--- src/rtl/nextaddr_pkg.sv ---
package nextaddr_pkg;

  localparam int WORD_W    = 16;
  localparam int CALL_W    = 15;
  localparam int PAGE_LO_W = 12;

  // branch mode field (instr[13:12])
  localparam logic [1:0] BR_TZERO  = 2'b00;
  localparam logic [1:0] BR_ALWAYS = 2'b01;
  localparam logic [1:0] BR_LOOP   = 2'b10;

  // sub-format field of the 11xx group (instr[13:12])
  localparam logic [1:0] SUB_ALU  = 2'b00;
  localparam logic [1:0] SUB_MEM  = 2'b01;
  localparam logic [1:0] SUB_LIT  = 2'b11;

  typedef enum logic [2:0] {
    PC_INC,
    PC_HOLD,
    PC_CALL,
    PC_BRANCH,
    PC_RET
  } pcSel_e;

  typedef enum logic [1:0] {
    PH_RUN,
    PH_MEM,
    PH_LIT
  } phase_e;

  typedef struct packed {
    pcSel_e pcSel;
    logic   pushRs;
    logic   popRs;
    logic   decIndex;
  } seqStrobes_t;

endpackage

--- src/rtl/nextaddr_ctrl.sv ---
module nextaddr_ctrl
  import nextaddr_pkg::*;
(
  input  logic        clk,
  input  logic        rstN,
  input  logic [3:0]  fmtBits,
  input  logic        retBit,
  input  logic        tIsZero,
  input  logic        indexZero,
  output seqStrobes_t strobes,
  output logic        stall
);

  phase_e phase, phaseNext;

  always_comb begin
    strobes   = '{pcSel: PC_INC, pushRs: 1'b0, popRs: 1'b0, decIndex: 1'b0};
    phaseNext = PH_RUN;
    unique case (phase)
      PH_MEM: strobes.pcSel = PC_HOLD;
      PH_LIT: strobes.pcSel = PC_INC;
      default: begin
        if (!fmtBits[3]) begin
          strobes.pcSel  = PC_CALL;
          strobes.pushRs = 1'b1;
        end else if (!fmtBits[2]) begin
          unique case (fmtBits[1:0])
            BR_TZERO:  if (tIsZero) strobes.pcSel = PC_BRANCH;
            BR_ALWAYS: strobes.pcSel = PC_BRANCH;
            BR_LOOP: begin
              if (!indexZero) begin
                strobes.pcSel    = PC_BRANCH;
                strobes.decIndex = 1'b1;
              end
            end
            default: strobes.pcSel = PC_INC;
          endcase
        end else begin
          unique case (fmtBits[1:0])
            SUB_ALU: begin
              if (retBit) begin
                strobes.pcSel = PC_RET;
                strobes.popRs = 1'b1;
              end
            end
            SUB_MEM: phaseNext = PH_MEM;
            SUB_LIT: phaseNext = PH_LIT;
            default: strobes.pcSel = PC_INC;
          endcase
        end
      end
    endcase
  end

  always_ff @(posedge clk or negedge rstN) begin
    if (!rstN) phase <= PH_RUN;
    else       phase <= phaseNext;
  end

  assign stall = (phase != PH_RUN);

  p_stall_single_r10: assert property (@(posedge clk) disable iff (!rstN)
    stall |=> !stall);

  p_mem_enter_r10: assert property (@(posedge clk) disable iff (!rstN)
    (!stall && fmtBits == 4'hD) |=> stall);

  p_lit_enter_r11: assert property (@(posedge clk) disable iff (!rstN)
    (!stall && fmtBits == 4'hF) |=> stall);

  p_one_stack_op_r4: assert property (@(posedge clk) disable iff (!rstN)
    $countones({strobes.pushRs, strobes.popRs, strobes.decIndex}) <= 1);

endmodule

--- src/rtl/nextaddr_dp.sv ---
module nextaddr_dp
  import nextaddr_pkg::*;
#(
  parameter int RS_DEPTH = 256
) (
  input  logic                clk,
  input  logic                rstN,
  input  logic [CALL_W-1:0]   addrField,
  input  seqStrobes_t         strobes,
  output logic [WORD_W-1:0]   pc,
  output logic [WORD_W-1:0]   index,
  output logic                indexZero
);

  localparam int RSP_W   = (RS_DEPTH > 1) ? $clog2(RS_DEPTH) : 1;
  localparam int PAGE_HI = WORD_W - PAGE_LO_W;

  logic [WORD_W-1:0] rsMem [RS_DEPTH];
  logic [RSP_W-1:0]  rsPtr;
  logic [RSP_W-1:0]  rsTopAddr;
  logic [WORD_W-1:0] pcInc;
  logic [WORD_W-1:0] pcNext;
  logic [WORD_W-1:0] indexNext;
  logic [WORD_W-1:0] callTarget;
  logic [WORD_W-1:0] branchTarget;

  assign pcInc        = pc + WORD_W'(1);
  assign callTarget   = {{(WORD_W-CALL_W){1'b0}}, addrField};
  assign branchTarget = {pc[WORD_W-1 -: PAGE_HI], addrField[PAGE_LO_W-1:0]};
  assign rsTopAddr    = rsPtr - RSP_W'(1);
  assign indexZero    = (index == '0);

  always_comb begin
    unique case (strobes.pcSel)
      PC_HOLD:   pcNext = pc;
      PC_CALL:   pcNext = callTarget;
      PC_BRANCH: pcNext = branchTarget;
      PC_RET:    pcNext = index;
      default:   pcNext = pcInc;
    endcase
  end

  always_comb begin
    indexNext = index;
    if (strobes.pushRs)        indexNext = pcInc;
    else if (strobes.popRs)    indexNext = rsMem[rsTopAddr];
    else if (strobes.decIndex) indexNext = index - WORD_W'(1);
  end

  always_ff @(posedge clk or negedge rstN) begin
    if (!rstN) begin
      pc    <= '0;
      index <= '0;
      rsPtr <= '0;
    end else begin
      pc    <= pcNext;
      index <= indexNext;
      if (strobes.pushRs)     rsPtr <= rsPtr + RSP_W'(1);
      else if (strobes.popRs) rsPtr <= rsTopAddr;
    end
  end

  always_ff @(posedge clk) begin
    if (strobes.pushRs) rsMem[rsPtr] <= index;
  end

  p_push_ptr_r3: assert property (@(posedge clk) disable iff (!rstN)
    strobes.pushRs |=> rsPtr == RSP_W'($past(rsPtr) + RSP_W'(1)));

  p_pop_ptr_r4: assert property (@(posedge clk) disable iff (!rstN)
    strobes.popRs |=> rsPtr == RSP_W'($past(rsPtr) - RSP_W'(1)));

  p_idle_ptr_r2: assert property (@(posedge clk) disable iff (!rstN)
    (!strobes.pushRs && !strobes.popRs) |=> $stable(rsPtr));

endmodule

--- src/rtl/nextaddr_seq.sv ---
module nextaddr_seq
  import nextaddr_pkg::*;
#(
  parameter int RS_DEPTH = 256
) (
  input  logic              clk,
  input  logic              rstN,
  input  logic [15:0]       instr,
  input  logic              tIsZero,
  output logic [15:0]       fetchAddr,
  output logic              stall,
  output logic [15:0]       indexTop
);

  seqStrobes_t strobes;
  logic        indexZero;

  nextaddr_ctrl i_ctrl (
    .clk       (clk),
    .rstN      (rstN),
    .fmtBits   (instr[15:12]),
    .retBit    (instr[5]),
    .tIsZero   (tIsZero),
    .indexZero (indexZero),
    .strobes   (strobes),
    .stall     (stall)
  );

  nextaddr_dp #(.RS_DEPTH(RS_DEPTH)) i_dp (
    .clk       (clk),
    .rstN      (rstN),
    .addrField (instr[CALL_W-1:0]),
    .strobes   (strobes),
    .pc        (fetchAddr),
    .index     (indexTop),
    .indexZero (indexZero)
  );

  p_call_target_r3: assert property (@(posedge clk) disable iff (!rstN)
    (!stall && !instr[15]) |=> fetchAddr == {1'b0, $past(instr[14:0])});

  p_call_link_r3: assert property (@(posedge clk) disable iff (!rstN)
    (!stall && !instr[15]) |=> indexTop == $past(fetchAddr) + 16'd1);

  p_ret_target_r4: assert property (@(posedge clk) disable iff (!rstN)
    (!stall && instr[15:12] == 4'hC && instr[5]) |=> fetchAddr == $past(indexTop));

  p_branch_page_r5: assert property (@(posedge clk) disable iff (!rstN)
    (!stall && instr[15:12] == 4'h9)
      |=> fetchAddr == {$past(fetchAddr[15:12]), $past(instr[11:0])});

  p_loop_dec_r8: assert property (@(posedge clk) disable iff (!rstN)
    (!stall && instr[15:12] == 4'hA && indexTop != 16'd0)
      |=> indexTop == $past(indexTop) - 16'd1);

  p_loop_exit_r8: assert property (@(posedge clk) disable iff (!rstN)
    (!stall && instr[15:12] == 4'hA && indexTop == 16'd0)
      |=> fetchAddr == $past(fetchAddr) + 16'd1);

  p_no_branch_r9: assert property (@(posedge clk) disable iff (!rstN)
    (!stall && instr[15:12] == 4'hB) |=> $stable(indexTop));

  p_stall_hold_r10: assert property (@(posedge clk) disable iff (!rstN)
    (stall && $past(instr[15:12]) == 4'hD && !$past(stall)) |=> $stable(fetchAddr));

endmodule

--- config.mk ---
export PLATFORM = sky130hd
export DESIGN_NAME = nextaddr_seq
export DESIGN_NICKNAME = d
export VERILOG_FILES = /design/src/rtl/nextaddr_pkg.sv /design/src/rtl/nextaddr_ctrl.sv /design/src/rtl/nextaddr_dp.sv /design/src/rtl/nextaddr_seq.sv
export SDC_FILE = /design/constraint.sdc
export NUM_CORES = 2
export LEC_CHECK = 0
export ABC_AREA = 1
export CAP_MARGIN = 20
export CORE_AREA = 10 10 629 631
export CTS_BUF_LIST = sky130_fd_sc_hd__clkbuf_4 sky130_fd_sc_hd__clkbuf_8
export DETAILED_ROUTE_END_ITERATION = 10
export DIE_AREA = 0 0 639 641
export HOLD_SLACK_MARGIN = 0.03
export SETUP_SLACK_MARGIN = 0.15
export SLEW_MARGIN = 40
export SYNTH_ARGS = -nofsm -noshare
export SYNTH_HDL_FRONTEND = slang
export SYNTH_SLANG_ARGS = --single-unit
--- constraint.sdc ---
create_clock -name clk -period 11.15 [get_ports clk]
set_input_delay 2.23 -clock clk [delete_from_list [all_inputs] [get_ports clk]]
set_output_delay 2.23 -clock clk [all_outputs]
set_load 0.01 [all_outputs]
==> flow_summary.json <==
{
  "design.core.area_sq_um": 382000,
  "hold_path_end": "i_dp.pc[1]",
  "netlist_area_sq_um": 168000,
  "min_path_cells": 2,
  "hpwl_um": 267200,
  "grt_max_degree": 179,
  "critPathSlowestCell": "dfrtp_4",
  "min_period_over_period_pct": 57.01,
  "drive_above_1_share_pct": 10.69,
  "cpLargestDelayFamily": "simple AND/OR/NAND/NOR gates",
  "cts-root-buf": "clkbuf_8",
  "overflow": 0,
  "yosysMostFrequentCell": "edfxtp_1",
  "multi_input_area_sq_um": 39050,
  "htree_levels": 6,
  "path_class": "reg2reg",
  "arrival_ns": 7.49,
  "setup-violations-final": 0,
  "max-cap-violations": 0,
  "synth_top_area_share_pct": 73.21,
  "path_cells": "clkinv_8 > ha_1 > nand2_2 > nand2_8 > inv_16 > buf_12 > nand3_1 > nand3_1 > nand3_1 > nand3_1 > nand3_1 > nand3_1 > nand2_1 > nand2_1 > nand2_1 > nand2_1",
  "antenna_left": 0,
  "reg2reg_depth": 16,
  "ys.flop_type": "edfxtp_1",
  "via_per_inst": 5.653,
  "cts_setup_buffers": 0,
  "required_ns": 12.29,
  "outcome": "complete, no violations",
  "min-delay-start": "i_dp.pc[1]",
  "ioPinCount": 52,
  "clkSlewWorstSetupHoldPaths_ns": 0.06,
  "ys_async_sr_fraction_pct": 1.015,
  "drt_iter0_drc": 13300,
  "first_pass_iters": 7,
  "clockBufferDepth": 4,
  "vias": 111400,
  "ys_types": 41,
  "die_x_um": 639,
  "clkLatencyLatePin_ns": 1.22,
  "grt_pass1_vias": 104200,
  "cts_hold_buf": 0,
  "synthTopCellsByCount": "edfxtp_1, nand2_1, nand3_1",
  "p_leak_uw": 0.06522,
  "cts_made_buffers": 663,
  "end_kind": "register",
  "io_buffers": 51,
  "ctsResizeCount": 0,
  "grt_usage_pct": 23.38,
  "crit_path_start": "i_dp.rsPtr[0]",
  "finClkSkew_ns": 0.08228,
  "p_total_uw": 55650,
  "rsz0062_at_grt": "no",
  "drv_slew": 0,
  "ir_drop_mv": 0.4288,
  "r2r_slack_ns": 4.79,
  "row_count": 227,
  "syn_avg_cell_area_sq_um": 12.03,
  "initial_utilization_pct": 43.98,
  "final_hold_viol_count": 0,
  "max_stage_delay_ns": 1.00,
  "postSynthCellCount": 13970,
  "wl_um": 497500,
  "cts_tree": "done",
  "placed_area_sq_um": 174200,
  "power_density_nw_per_um2": 297.3,
  "final.setup.tns_ns": 0,
  "ys_warn_count": 0,
  "critPathLaunchType": "register",
  "synthTopCellsByArea": "edfxtp_1, nand3_1, nand2_1",
  "utilization_pct": 48.99,
  "wl_per_cell_um": 25.25,
  "relSlewSlack_pct": 35.73,
  "ff_latch_area_sq_um": 124100,
  "cts_num_sinks": 4138,
  "yosysTopAreaCell": "edfxtp_1",
  "antenna_found_initial": 18,
  "gp_congestion": 0.8438,
  "path_max_fanout": 145,
  "hp-class": "reg2reg",
  "die_y_um": 641,
  "synth-edff-count": 4096,
  "synth_fp_nets": 14000,
  "grt_pass1_wl_um": 721800,
  "path_common_cell": "nand3_1",
  "ys_ff_latch": 4138,
  "stdcell_area_sq_um": 187100,
  "timing.fmax_mhz": 157.3,
  "r2r-start": "i_dp.rsPtr[0]",
  "fillers": 33270,
  "worst_slew_pin_slew_ns": 0.9640,
  "critPathBufInv": 3,
  "worstReg2RegEnd": "i_dp.index[0]",
  "ys_seq_area_share_pct": 73.83,
  "layout.nets": 14190,
  "route.detailed.drc": 0,
  "dieArea_sq_um": 409600,
  "area_growth_pct": 11.38,
  "period_needed_ns": 6.357
}
==> worst register-to-register path: cells and delay by family (launching register included) <==
family,cells,cell delay (ns)
simple gates,12,2.47
buf+inv,3,2.25
flops,1,1.00
fa+ha+maj,1,0.54
==> worst max path at each step <==
stage / slack [ns] / cells past startpoint / end
5_1_grt: 4.63 / 16 / i_dp.index[6]
4_1_cts: 5.07 / 16 / i_dp.index[15]
3_5_place_dp: 5.12 / 16 / i_dp.index[15]
2_1_floorplan: 5.59 / 0 / indexTop[8]
3_3_place_gp: 5.03 / 16 / i_dp.index[6]
6_report: 4.79 / 16 / i_dp.index[0]
==> layer usage <==
metal	part of all wire [%]	track usage (%)
met2	46	36.19
met3	9.2	4.349
met5	0.029	0
met1	41	32.78
met4	4.1	9.387
==> kinds of logic after synthesis <==
logic type,Yosys count,synth area share [%]
and+or+nand+nor,8468,21.87
DFF,4138,73.83
buffers and inverters,1064,3.209
AOI/OAI and AO/OA,266,0.8847
xor gates and xnor gates,23,0.1244
adders and majority gates,10,0.07447
==> cell usage in the layout (no fill, tap or decap), types with 25 or more instances in the layout <==
cell type        instances
clkinv_1               144
clkbuf_4               243
buf_4                  341
nor2_4                  32
clkbuf_8               670
nor2_1                 423
nand2_1               4036
dfrtp_1                 25
nor2_2                  28
buf_12                  37
o21ai_0                144
nand3_1               3903
clkinv_2                43
inv_1                  101
a21oi_1                 32
edfxtp_1              4096
clkdlybuf4s50_1         50
o22ai_1                 60
buf_6                   34
==> through the flow <==
stage	std cells	hold slack, ns	setup slack [ns]
2_1_floorplan	13970	0.5900	5.593
3_3_place_gp	18510	0.5797	5.025
3_5_place_dp	18520	0.5857	5.119
4_1_cts	19680	0.5990	5.072
5_1_grt	19690	0.6594	4.627
6_report	19700	0.5908	4.793
==> area by class of cell <==
class | count | area share [%]
Inverter | 112 | 0.2487
Antenna cell | 9 | 0.01203
Tap cell | 5038 | 3.368
Sequential cell | 4138 | 66.32
Clock inverter | 245 | 0.8117
Multi-Input combinational cell | 8767 | 20.87
Timing Repair Buffer | 479 | 2.467
Clock buffer | 913 | 5.902
==> registers in the layout (all words and copies together), names as in the netlist <==
register / count
i_dp.index: 16
i_ctrl.phase: 2
i_dp.rsPtr: 8
i_dp.pc: 16
i_dp.rsMem: 4096
==> where the power goes <==
part | leakage, uW | switching (uW) | internal, uW
sequential | 0.0375 | 287 | 18500
clock | 0.00665 | 6040 | 6590
combinational | 0.0211 | 18400 | 5850
total | 0.0652 | 24700 | 30900
Power figures use the tool's default switching activity.
